===== config.mk =====
export PLATFORM = sky130hd
export DESIGN_NAME = blk_fetch_ctrl
export DESIGN_NICKNAME = d
export VERILOG_FILES = /design/src/rtl/bfc_pkg.sv /design/src/rtl/bfc_tag_store.sv /design/src/rtl/bfc_refill_gather.sv /design/src/rtl/bfc_disp_seq.sv /design/src/rtl/blk_fetch_ctrl.sv
export SDC_FILE = /design/constraint.sdc
export NUM_CORES = 1
export LEC_CHECK = 0
export BUFFER_PORTS_ARGS = -buffer_cell sky130_fd_sc_hd__buf_2
export CAP_MARGIN = 15
export CORE_MARGIN = 4
export CORE_UTILIZATION = 35
export CTS_CLUSTER_SIZE = 24
export DETAILED_ROUTE_END_ITERATION = 10
export GPL_ROUTABILITY_DRIVEN = 0
export GPL_TIMING_DRIVEN = 0
export PLACE_DENSITY_LB_ADDON = 0.3
export SETUP_SLACK_MARGIN = 0.1
export SYNTH_ARGS = -nofsm -noshare
export SYNTH_HDL_FRONTEND = slang
export SYNTH_HIERARCHICAL = 1
export SYNTH_SLANG_ARGS = --single-unit

===== constraint.sdc =====
create_clock -name clk -period 8.95 [get_ports clk]
set_input_delay 0.4475 -clock clk [delete_from_list [all_inputs] [get_ports clk]]
set_output_delay 0.4475 -clock clk [all_outputs]
set_load 0.02 [all_outputs]

===== src/rtl/bfc_pkg.sv =====
package bfc_pkg;

    typedef enum logic [1:0] {
        ST_IDLE   = 2'd0,
        ST_REFILL = 2'd1,
        ST_DISP   = 2'd2
    } fetch_state_t;

endpackage


===== src/rtl/bfc_tag_store.sv =====
module bfc_tag_store #(
    parameter int ADDR_W = 16,
    parameter int IDX_W  = 4
) (
    input  logic              clk,
    input  logic              rst_n,
    input  logic [ADDR_W-1:0] lk_addr,
    output logic              lk_hit,
    input  logic              wr_en,
    input  logic [ADDR_W-1:0] wr_addr
);
    localparam int LINES = 1 << IDX_W;
    localparam int TAG_W = ADDR_W - IDX_W;

    typedef struct packed {
        logic [LINES-1:0]            valid;
        logic [LINES-1:0][TAG_W-1:0] tag;
    } store_t;

    store_t s_d, s_q;

    logic [IDX_W-1:0] lk_idx, wr_idx;
    assign lk_idx = lk_addr[IDX_W-1:0];
    assign wr_idx = wr_addr[IDX_W-1:0];

    assign lk_hit = s_q.valid[lk_idx] && (s_q.tag[lk_idx] == lk_addr[ADDR_W-1:IDX_W]);

    always_comb begin
        s_d = s_q;
        if (wr_en) begin
            s_d.valid[wr_idx] = 1'b1;
            s_d.tag[wr_idx]   = wr_addr[ADDR_W-1:IDX_W];
        end
    end

    always_ff @(posedge clk) begin
        if (!rst_n) s_q <= '0;
        else        s_q <= s_d;
    end
endmodule


===== src/rtl/bfc_refill_gather.sv =====
module bfc_refill_gather #(
    parameter int NUM_TILES = 5
) (
    input  logic                 clk,
    input  logic                 rst_n,
    input  logic                 clear,
    input  logic                 collect,
    input  logic [NUM_TILES-1:0] done_in,
    output logic                 all_done
);
    localparam logic [NUM_TILES-1:0] FULL = '1;

    logic [NUM_TILES-1:0] mask_d, mask_q;

    assign all_done = collect && ((mask_q | done_in) == FULL);

    always_comb begin
        mask_d = mask_q;
        if (clear)        mask_d = '0;
        else if (collect) mask_d = mask_q | done_in;
    end

    always_ff @(posedge clk) begin
        if (!rst_n) mask_q <= '0;
        else        mask_q <= mask_d;
    end
endmodule


===== src/rtl/bfc_disp_seq.sv =====
module bfc_disp_seq #(
    parameter int NUM_TILES = 5,
    parameter int BEATS     = 8,
    parameter int CHUNK_W   = 3,
    localparam int BEAT_W   = $clog2(BEATS)
) (
    input  logic                 clk,
    input  logic                 rst_n,
    input  logic                 start,
    input  logic [CHUNK_W-1:0]   start_chunks,
    output logic [NUM_TILES-1:0] en,
    output logic [BEAT_W-1:0]    beat,
    output logic                 last
);
    localparam int MAX_BODY = NUM_TILES - 1;
    localparam logic [BEAT_W-1:0] LAST_BEAT = BEAT_W'(BEATS - 1);

    typedef struct packed {
        logic                 active;
        logic [BEAT_W-1:0]    beat;
        logic [NUM_TILES-1:0] mask;
    } seq_t;

    seq_t s_d, s_q;
    int unsigned nbody;
    logic [NUM_TILES-1:0] start_mask;

    always_comb begin
        nbody = int'(start_chunks);
        if (nbody < 1)        nbody = 1;
        if (nbody > MAX_BODY) nbody = MAX_BODY;
        for (int t = 0; t < NUM_TILES; t++) begin
            start_mask[t] = (t <= nbody);
        end
    end

    assign en   = s_q.active ? s_q.mask : '0;
    assign beat = s_q.beat;
    assign last = s_q.active && (s_q.beat == LAST_BEAT);

    always_comb begin
        s_d = s_q;
        if (s_q.active) begin
            if (s_q.beat == LAST_BEAT) begin
                s_d.active = 1'b0;
                s_d.beat   = '0;
                s_d.mask   = '0;
            end else begin
                s_d.beat = s_q.beat + 1'b1;
            end
        end else if (start) begin
            s_d.active = 1'b1;
            s_d.beat   = '0;
            s_d.mask   = start_mask;
        end
    end

    always_ff @(posedge clk) begin
        if (!rst_n) s_q <= '0;
        else        s_q <= s_d;
    end
endmodule


===== src/rtl/blk_fetch_ctrl.sv =====
module blk_fetch_ctrl
    import bfc_pkg::*;
#(
    parameter int ADDR_W    = 16,
    parameter int IDX_W     = 4,
    parameter int NUM_TILES = 5,
    parameter int BEATS     = 8,
    parameter int CHUNK_W   = 3,
    localparam int BEAT_W   = $clog2(BEATS)
) (
    input  logic                 clk,
    input  logic                 rst_n,
    input  logic                 req_valid,
    input  logic [ADDR_W-1:0]    req_addr,
    input  logic [CHUNK_W-1:0]   req_chunks,
    output logic                 busy,
    output logic                 refill_valid,
    output logic [ADDR_W-1:0]    refill_addr,
    input  logic [NUM_TILES-1:0] refill_done,
    output logic [NUM_TILES-1:0] disp_en,
    output logic [BEAT_W-1:0]    disp_beat,
    output logic [ADDR_W-1:0]    disp_addr
);
    typedef struct packed {
        fetch_state_t       state;
        logic [ADDR_W-1:0]  addr;
        logic [CHUNK_W-1:0] chunks;
        logic               pulse;
    } ctrl_t;

    ctrl_t c_d, c_q;

    logic                 lk_hit;
    logic                 tag_wr;
    logic                 gather_clear;
    logic                 gather_all;
    logic                 seq_start;
    logic [CHUNK_W-1:0]   seq_chunks;
    logic                 seq_last;

    bfc_tag_store #(.ADDR_W(ADDR_W), .IDX_W(IDX_W)) u_tags (
        .clk     (clk),
        .rst_n   (rst_n),
        .lk_addr (req_addr),
        .lk_hit  (lk_hit),
        .wr_en   (tag_wr),
        .wr_addr (c_q.addr)
    );

    bfc_refill_gather #(.NUM_TILES(NUM_TILES)) u_gather (
        .clk      (clk),
        .rst_n    (rst_n),
        .clear    (gather_clear),
        .collect  (c_q.state == ST_REFILL),
        .done_in  (refill_done),
        .all_done (gather_all)
    );

    bfc_disp_seq #(.NUM_TILES(NUM_TILES), .BEATS(BEATS), .CHUNK_W(CHUNK_W)) u_seq (
        .clk          (clk),
        .rst_n        (rst_n),
        .start        (seq_start),
        .start_chunks (seq_chunks),
        .en           (disp_en),
        .beat         (disp_beat),
        .last         (seq_last)
    );

    always_comb begin
        c_d          = c_q;
        c_d.pulse    = 1'b0;
        tag_wr       = 1'b0;
        gather_clear = 1'b0;
        seq_start    = 1'b0;
        seq_chunks   = c_q.chunks;
        unique case (c_q.state)
            ST_IDLE: begin
                if (req_valid) begin
                    c_d.addr   = req_addr;
                    c_d.chunks = req_chunks;
                    if (lk_hit) begin
                        seq_start  = 1'b1;
                        seq_chunks = req_chunks;
                        c_d.state  = ST_DISP;
                    end else begin
                        gather_clear = 1'b1;
                        c_d.pulse    = 1'b1;
                        c_d.state    = ST_REFILL;
                    end
                end
            end
            ST_REFILL: begin
                if (gather_all) begin
                    tag_wr    = 1'b1;
                    seq_start = 1'b1;
                    c_d.state = ST_DISP;
                end
            end
            ST_DISP: begin
                if (seq_last) c_d.state = ST_IDLE;
            end
            default: c_d.state = ST_IDLE;
        endcase
    end

    always_ff @(posedge clk) begin
        if (!rst_n) c_q <= '{state: ST_IDLE, addr: '0, chunks: '0, pulse: 1'b0};
        else        c_q <= c_d;
    end

    assign busy         = (c_q.state != ST_IDLE);
    assign refill_valid = c_q.pulse;
    assign refill_addr  = c_q.addr;
    assign disp_addr    = c_q.addr;
endmodule


**Yosys cells after proc, flatten, opt, wreduce, memory -nomap -nowiden**

Cells that the tools add are included.

- Register bits after elaboration: 244
- Bits in latches: 0
- Bits in writable memories: 0
- Memory bits (read-only): 0
- Output and inout bits: 42
- Memories kept: 0

- Add/sub/neg operators: 1
- Multipliers: 0
- Divide/modulo/power cells: 0
- Order comparisons: 10
- Equality and inequality tests: 9
- Shifts and indexed selects: 0
- Mux-type cells: 33
- Bitwise gates (word level): 3
- Reductions and logical operators: 12

Operators by type and width:

| cell | number |
|---|---|
| $bwmux W192 | 1 |
| $bmux W12 S4 | 1 |
| $demux W12 S4 | 1 |
| $mux W12 | 2 |
| $mux W22 | 1 |
| $mux W3 | 6 |
| $mux W9 | 2 |
| $or A16 B16 Y16 | 1 |
| $eq A12 B12 Y1 | 1 |
| $lt A4 B5 Y1 const B | 2 |
| $mux W1 | 10 |
| $mux W5 | 2 |
| $ne A2 B2 Y1 const B | 4 |
| $le A1 B3 Y1 const A | 2 |
| $le A2 B3 Y1 const A | 2 |
| $mux W2 | 3 |
| $pmux W2 S3 | 1 |
| $reduce_and A3 Y1 | 2 |
| $eq A5 B5 Y1 const B | 1 |
| $or A5 B5 Y5 | 1 |
| $bmux W1 S4 | 1 |
| $demux W1 S4 | 1 |
| $ge A4 B1 Y1 const B | 1 |
| $logic_and A1 B1 Y1 | 4 |
| other kinds (13) | 15 |

**Longest topological paths before layout**

Gate-level depths: netlist of the first run.

- Depth after elaboration: 14
- Gate-level depth with buffers: 14
- Mapped depth without buffers: 10

**Modules after synthesis**

The synthesis of the first run kept the hierarchy.

Modules (own cells, without submodules):

| module | times used | cells an instance | area each (um2) | seq. area each (um2) |
|---|---|---|---|---|
| bfc_tag_store | 1 | 1033 | 9551.7 | 4164.0 |
| blk_fetch_ctrl | 1 | 137 | 1233.7 | 440.4 |
| bfc_disp_seq | 1 | 45 | 414.1 | 160.2 |
| bfc_refill_gather | 1 | 20 | 177.7 | 100.1 |

**Worst setup path before layout of the first run**

Ideal clock, no wire load.

- Kind: input port to flip-flop
- Start point: input port req_addr[1]
- End point: register u_seq/s_q[3] in the netlist's numbering
- Arrival time: 3.158 ns
- Setup slack: 5.666 ns
- Cell stages on the path: 11
- Buffers on the path: 2
- Cell sequence: buf_6 -> buf_6 -> mux4_2 -> mux4_2 -> xnor2_1 -> o2111ai_1 -> nor4_2 -> and4bb_4 -> mux2_4 -> a21oi_1 -> o32ai_1

- Cells in the longest elaborated chain, start to end: 14
- Elaborated cells on any way between the ends: 21
- Those cells by class: order compare: 3; eq/ne: 1; mux: 14; reduce/logical: 3

RTL lines:

| element | RTL line | RTL |
|---|---|---|
| start, declared | blk_fetch_ctrl.sv:14 | `input logic [ADDR_W-1:0] req_addr,` |
| $bmux W12 S4 | bfc_tag_store.sv:26 | `assign lk_hit = s_q.valid[lk_idx] && (s_q.tag[lk_idx] == lk_addr[ADDR_W-1:IDX_W]);` |
| $mux W12 (not written as such) | bfc_tag_store.sv:26 |  |
| $eq A12 B12 Y1 | bfc_tag_store.sv:26 |  |
| $logic_and A1 B1 Y1 (*) | bfc_tag_store.sv:26 |  |
| via lk_hit | blk_fetch_ctrl.sv:33 | `logic lk_hit;` |
| $mux W3 (*) | blk_fetch_ctrl.sv:81 | `if (lk_hit) begin` |
| $mux W3 (*) | blk_fetch_ctrl.sv:78 | `if (req_valid) begin` |
| $mux W3 (*) | blk_fetch_ctrl.sv:76 | `unique case (c_q.state)` |
| via seq_chunks[0] | blk_fetch_ctrl.sv:38 | `logic [CHUNK_W-1:0] seq_chunks;` |
| $lt A3 B1 Y1 | bfc_disp_seq.sv:30 | `if (nbody < 1) nbody = 1;` |
| $mux W3 (*) | bfc_disp_seq.sv:30 |  |
| $gt A3 B3 Y1 | bfc_disp_seq.sv:31 | `if (nbody > MAX_BODY) nbody = MAX_BODY;` |
| $mux W3 (*) | bfc_disp_seq.sv:31 |  |
| $le A2 B3 Y1 (*) | bfc_disp_seq.sv:33 | `start_mask[t] = (t <= nbody);` |
| $mux W9 (*) | bfc_disp_seq.sv:51 | `end else if (start) begin` |
| $mux W9 (*) | bfc_disp_seq.sv:43 | `if (s_q.active) begin` |
| end signal, assigned | bfc_disp_seq.sv:59 | `if (!rst_n) s_q <= '0;` |
| end signal, assigned | bfc_disp_seq.sv:60 | `else s_q <= s_d;` |
| end, declared | bfc_disp_seq.sv:24 | `seq_t s_d, s_q;` |

The timed path passes the listed nets; every way through them passes the cells marked *. The select of a mux whose other input is x is not followed.
A chain may end at the register's enable or synchronous reset.

**Worst setup path after layout of the first run**

- Start point: input port req_addr[2]
- End point: register u_seq/s_q[2] in the netlist's numbering

- Elaborated cells on any way between the ends: 21
- Those cells by class: order compare: 3; eq/ne: 1; mux: 14; reduce/logical: 3

RTL lines:

| element | RTL line | RTL |
|---|---|---|
| $bmux W12 S4 | bfc_tag_store.sv:26 |  |
| $mux W12 (not written as such) | bfc_tag_store.sv:26 |  |
| $eq A12 B12 Y1 | bfc_tag_store.sv:26 |  |
| $logic_and A1 B1 Y1 (*) | bfc_tag_store.sv:26 |  |
| via lk_hit | blk_fetch_ctrl.sv:33 |  |
| $mux W1 (*) | blk_fetch_ctrl.sv:81 |  |
| $mux W1 (*) | blk_fetch_ctrl.sv:78 |  |
| $pmux W1 S2 (*) | blk_fetch_ctrl.sv:76 |  |
| via seq_start | blk_fetch_ctrl.sv:37 | `logic seq_start;` |
| $reduce_bool A2 Y1 (no source line) (*) | -- |  |
| $reduce_and A2 Y1 (no source line) (*) | -- |  |

Marks and branches as above.

==> flow_summary.json, run 1 <==
{
  "hp-start": "refill_done[0]",
  "status": "completed",
  "setup_ws_ns": 4.536,
  "initial_utilization_pct": 35.78,
  "ys_top_cells_by_area": "dfxtp_1 (43%), nand2_1 (13%), a21boi_0 (11%)",
  "finalCritPeriodShare_pct": 49.32,
  "cp_slowest_stage_delay_ns": 0.83,
  "holdWs_ns": 0.1611,
  "path_max_fanout": 10,
  "io_pins": 69,
  "cts_root_buffer": "clkbuf_16",
  "top_layer": "met4",
  "rows": 65,
  "netlist_instances": 1235,
  "worst_pin_slew_ns": 1.076,
  "fin_nets": 1361,
  "fin_crit_ns": 4.414,
  "die_h_um": 188.3,
  "required_ns": 9.39,
  "routed_wl_mm": 37.34,
  "synth-seq-cells": 243,
  "track_usage_pct": 20.49,
  "powerDensity_mw_per_mm2": 181.0,
  "drt-wirelength-per-cell_um": 20.91,
  "htreeDepth": 1,
  "die_x_um": 188.3,
  "final.setup_skew_ns": 0.009548,
  "gr-total-overflow": 0,
  "syn-num-nets": 1264,
  "vdd.ir_drop.worst_mv": 0.1416,
  "grt_max_degree": 14,
  "yosys.area.top_type": "dfxtp_1",
  "ant_nets": 0,
  "clkSinkCount": 243,
  "start_kind": "input pin",
  "hp-class": "in -> reg",
  "cts.clk_slew.worst_paths_ns": 0.06,
  "drt_iter0_markers": 898,
  "viasPerCell": 5.190,
  "grt_pass1_wl_mm": 55.59,
  "cts_buffers": 27,
  "pre_cts_ws_ns": 4.061,
  "r2r-start": "u_tags/s_q[143]$_SDFFE_PN0P_",
  "yosys.area.top_type_share_pct": 42.76,
  "critPathCaptureType": "flip-flop",
  "worst-r2r-cell-count": 10,
  "met1_length_mm": 16.06,
  "synth_area_mm2": 0.01138,
  "wl_met3_mm": 3.114,
  "cts_tree": "done",
  "drive_gt1_share_pct": 17.10,
  "core_mm2": 0.03180,
  "num_vias": 9269,
  "fmax_ghz": 0.2266,
  "port-buffer-count": 68,
  "fin_tns_setup_ns": 0,
  "drcViolationCount": 0,
  "synthArstFlopShare_pct": 0,
  "cts_buffer_depth": 3,
  "max-cap-violations": 0,
  "n_antenna_cell": 0,
  "relSlewSlack_pct": 28.25,
  "synthTopCellsByCount": "nand2_1 (395), dfxtp_1 (243), a21boi_0 (168)",
  "crit_type": "in -> reg",
  "setup_violations": 0,
  "die_area_mm2": 0.03546,
  "synth_seq_area_share_pct": 42.76,
  "cts_resized": 0,
  "syn_to_final_growth_pct": 15.35,
  "yosysWarnings": 6,
  "grt_pass1_vias": 9064,
  "rsz0062_at_grt": "false",
  "p_leak_uw": 0.004518,
  "min_path_cells": 3,
  "cpMaxStageDelayCell": "clkbuf_1",
  "dp_hpwl_mm": 26.04,
  "yosysMostFrequentCell": "nand2_1",
  "slew_violations": 0,
  "hold_viol_final": 0,
  "synth_edf_count": 0,
  "synth.distinct_cells": 50,
  "synth_top_flop_cell": "dfxtp_1",
  "antenna_found_initial": 0,
  "syn_area_per_cell_um2": 9.212,
  "placed_cell_area_mm2": 0.01226,
  "crit_arrival_ns": 4.86,
  "drt-pass1-iter-count": 5,
  "cts_setup_buffers": 0,
  "power_uw": 2376,
  "cts_hold_buf": 0,
  "critPathLaunch": "req_addr[2]",
  "final_cell_area_mm2": 0.01312,
  "wl_met2_mm": 16.53,
  "clkLatencyLatePin_ns": 0.54,
  "worstPathCellList": "buf_2 > clkbuf_1 > clkinv_1 > mux4_2 > xnor2_1 > o2111ai_1 > nor4_2 > nand3b_1 > a21oi_1 > nand2b_1 > o32ai_1"
}
-- kinds of logic after synthesis --
| logic type | Yosys count | synth area share, % |
|---|---|---|
| multiplexers | 120 | 16.75 |
| AO/OA/AOI/OAI | 216 | 13.92 |
| AND/OR/NAND/NOR | 494 | 18.42 |
| adder cells (fa/ha/maj) | 2 | 0.2199 |
| XOR/XNOR | 19 | 1.463 |
| flip-flops | 243 | 42.76 |
| buffers and inverters | 141 | 6.467 |
-- flip-flops by register name, indices dropped and copies added, names as in the netlist --
signal,cells
u_tags/s_q,208
u_gather/mask_q,5
disp_addr,16
u_seq/beat,3
u_seq/s_q,5
refill_valid,1
c_q,5
-- power by group --
group          leakage, uW  switching [uW]  internal (uW)
logic              0.00213             124           71.9
registers          0.00196            8.72           1090
clock network     0.000426             445            636
-- routing by layer --
metal	track usage (%)	up-vias
met3	3.779	85
met4	8.492	0
met2	32.53	426
li1	-	4326
met5	0	-
met1	27.63	4432
-- path summary, 6_finish.rpt --
path                                     end  slack, ns
max reg2reg        u_seq/s_q[2]$_SDFFE_PN0P_       5.33
min reg2reg              c_q[2]$_SDFFE_PN0P_       0.46
min          u_gather/mask_q[0]$_SDFFE_PP0P_       0.16
max                u_seq/s_q[2]$_SDFFE_PN0P_       4.54
-- per-stage QoR --
stage          utilization (%)  instances
2_1_floorplan                -       1235
3_3_place_gp             38.56       1738
3_5_place_dp             38.56       1738
4_1_cts                  41.27       1786
5_1_grt                  41.27       1786
6_report                 41.27       1786
-- cell usage in the layout (no fill, tap or decap), types with 26 or more instances in the layout --
master / count
nor2b_1: 26
mux4_2: 55
a21boi_0: 168
nand2_1: 395
buf_2: 74
dfxtp_1: 243
clkbuf_16: 27
mux2i_1: 61
buf_4: 39
clkbuf_1: 93
-- critical path, delay by kind of cell --
| kind | cells | cell delay (ns) |
|---|---|---|
| buffers and inverters | 3 | 1.66 |
| and+or+nand+nor | 3 | 1.05 |
| AOI/OAI and AO/OA | 3 | 0.88 |
| muxes | 1 | 0.62 |
| xor gates and xnor gates | 1 | 0.20 |
-- area by class of cell --
class | count | area, um^2
clock inverter | 3 | 18.77
sequential | 243 | 4865
buffer | 138 | 724.4
tap | 435 | 544.3
clock buffer | 45 | 843.3
inverter | 3 | 11.26
fill | 3162 | 18680
multi-input combinational | 851 | 5777
timing repair buffer | 68 | 340.3
Note: power is estimated with default switching activity, not from simulation.
==> run 2: changes to the inputs <==
==> constraint.sdc (replaced) <==
create_clock -name clk -period 3.75 [get_ports clk]
set_input_delay 0.1875 -clock clk [delete_from_list [all_inputs] [get_ports clk]]
set_output_delay 0.1875 -clock clk [all_outputs]
set_load 0.02 [all_outputs]
==> flow_summary.json, run 2 (same netlist as run 1, synthesis figures left out) <==
{
  "status": "completed",
  "clkLatencyLatePin_ns": 0.54,
  "io_pins": 69,
  "cts_root_buffer": "clkbuf_16",
  "cpMostUsedCell": "buf_4",
  "cpMaxStageDelayCell": "or4_1",
  "hold_viol_final": 0,
  "holdWs_ns": 0.02796,
  "fin_crit_ns": 3.423,
  "n_antenna_cell": 0,
  "crit_type": "in -> reg",
  "num_vias": 9394,
  "drt-pass1-iter-count": 5,
  "initial_utilization_pct": 35.78,
  "slew_violations": 0,
  "critPathLaunch": "req_addr[0]",
  "final_common_cell": "nand2_1",
  "fin_cells": 1809,
  "cts_buffer_depth": 3,
  "p_leak_uw": 0.004627,
  "relSlewSlack_pct": 32.94,
  "gr-total-overflow": 0,
  "drt_iter0_markers": 939,
  "syn_to_final_growth_pct": 17.61,
  "finalCritPeriodShare_pct": 91.28,
  "core_mm2": 0.03180,
  "cts_buffers": 27,
  "rsz0062_at_grt": "false",
  "critPathCaptureType": "flip-flop",
  "dp_hpwl_mm": 26.04,
  "path_max_fanout": 10,
  "fmax_ghz": 0.2921,
  "ant_nets": 0,
  "largest_reg_flops": 208,
  "grt_pass1_vias": 9180,
  "layout_common_cells": "nand2_1 (395), dfxtp_1 (243), a21boi_0 (168)",
  "cp_slowest_stage_delay_ns": 0.55,
  "die_x_um": 188.3,
  "track_usage_pct": 20.65,
  "cts.clk_slew.worst_paths_ns": 0.06,
  "drt-wirelength-per-cell_um": 20.84,
  "r2r-start": "u_tags/s_q[143]$_SDFFE_PN0P_",
  "rows": 65,
  "vdd.ir_drop.worst_mv": 0.3376,
  "regMostFlops": "u_tags/s_q",
  "crit_arrival_ns": 3.84,
  "hp-class": "in -> reg",
  "die_area_mm2": 0.03546,
  "drive_gt1_share_pct": 17.32,
  "fin_nets": 1384,
  "powerDensity_mw_per_mm2": 424.9,
  "htreeDepth": 1,
  "die_h_um": 188.3,
  "start_kind": "input pin",
  "worst_pin_slew_ns": 1.006,
  "grt_pass1_wl_mm": 56.08,
  "final.setup_skew_ns": 0.01088,
  "hp-start": "req_addr[5]",
  "antenna_found_initial": 0,
  "required_ns": 4.16,
  "port-buffer-count": 68,
  "dp_cells": 1738,
  "max-cap-violations": 0,
  "grt_max_degree": 14,
  "setup_violations": 0,
  "drcViolationCount": 0,
  "worstPathCellList": "buf_2 > buf_4 > buf_4 > buf_4 > mux2i_1 > nand3b_1 > nand2_1 > or4_1 > nor4_4 > buf_4 > and4bb_4 > mux2_4 > a21oi_1 > o32ai_1",
  "viasPerCell": 5.193,
  "clkSinkCount": 243,
  "routed_wl_mm": 37.70,
  "cts_tree": "done"
}
-- run 2: cell types whose count changed in the layout (fill, tap and decap cells not counted) --
cell | before | now
nor4_2 | 1 | 0
mux2i_2 | 0 | 2
clkbuf_4 | 0 | 2
nor4_4 | 0 | 1
dlygate4sd3_1 | 0 | 22
buf_2 | 74 | 72
clkbuf_1 | 93 | 90
a21oi_2 | 1 | 2
clkbuf_2 | 0 | 3
mux2i_1 | 61 | 59
buf_4 | 39 | 40
a21oi_1 | 14 | 13
-- run 2: metal layers --
| metal | track usage, % | share of wire, % | vias to the layer above |
|---|---|---|---|
| met5 | 0 | 0 | - |
| met4 | 8.492 | 4.4 | 0 |
| met3 | 3.761 | 8.4 | 93 |
| met2 | 32.93 | 45 | 428 |
| met1 | 27.76 | 43 | 4506 |
| li1 | - | - | 4367 |
-- run 2: report_power, final --
| group | switching [uW] | internal (uW) |
|---|---|---|
| logic | 301 | 187 |
| registers | 21.0 | 2600 |
| clock network | 1060 | 1520 |
-- run 2: cell type report --
cell class	instances	area, um^2
clock inverters	3	18.77
multi-input cells	851	5797
clock buffers	45	843.3
inverters	3	11.26
fillers	3131	18420
well taps	435	544.3
flip-flops and latches	243	4865
repair buffers	91	568.0
plain buffers	138	733.2
-- run 2: what timing repair did --
item | in CTS | in global routing
hold buffers | 22 | 0
gates resized for setup | 4 | 6
hold endpoints to repair | 22 | 0
endpoints found under the setup margin | 8 | 9
pin swaps | 0 | 1
cloned | 0 | 0
setup buffers | 0 | 1
-- run 2: path summary, 6_finish.rpt --
path                                                  end  slack (ns)  depth (start not counted)
worst max register to register  u_seq/s_q[3]$_SDFFE_PN0P_        0.35                         11
worst min register to register        c_q[2]$_SDFFE_PN0P_        0.46                          2
worst max-delay path            u_seq/s_q[3]$_SDFFE_PN0P_        0.33                         14
worst min-delay path            disp_addr[5]$_SDFFE_PN0P_        0.03                          3
-- run 2: per-stage QoR --
step           setup TNS, ns  utilization, %  area (um^2)  setup WS, ns  power (uW)
6_report                   0           42.08        13380        0.3271        5685
5_1_grt                    0           42.08        13380        0.1174        5850
4_1_cts                    0           42.01        13360        0.1091        5722
3_5_place_dp          -8.615           38.56        12260       -0.8793        3140
3_3_place_gp          -7.777           38.56        12260       -0.8257        3137
2_1_floorplan              0               -        11380        0.7261        2963
-- run 2: worst max-delay path, delay by kind of cell --
kind	cells	cell delay (ns)
compound gates	2	0.23
simple gates	5	1.38
buf+inv	5	1.43
mux	2	0.57
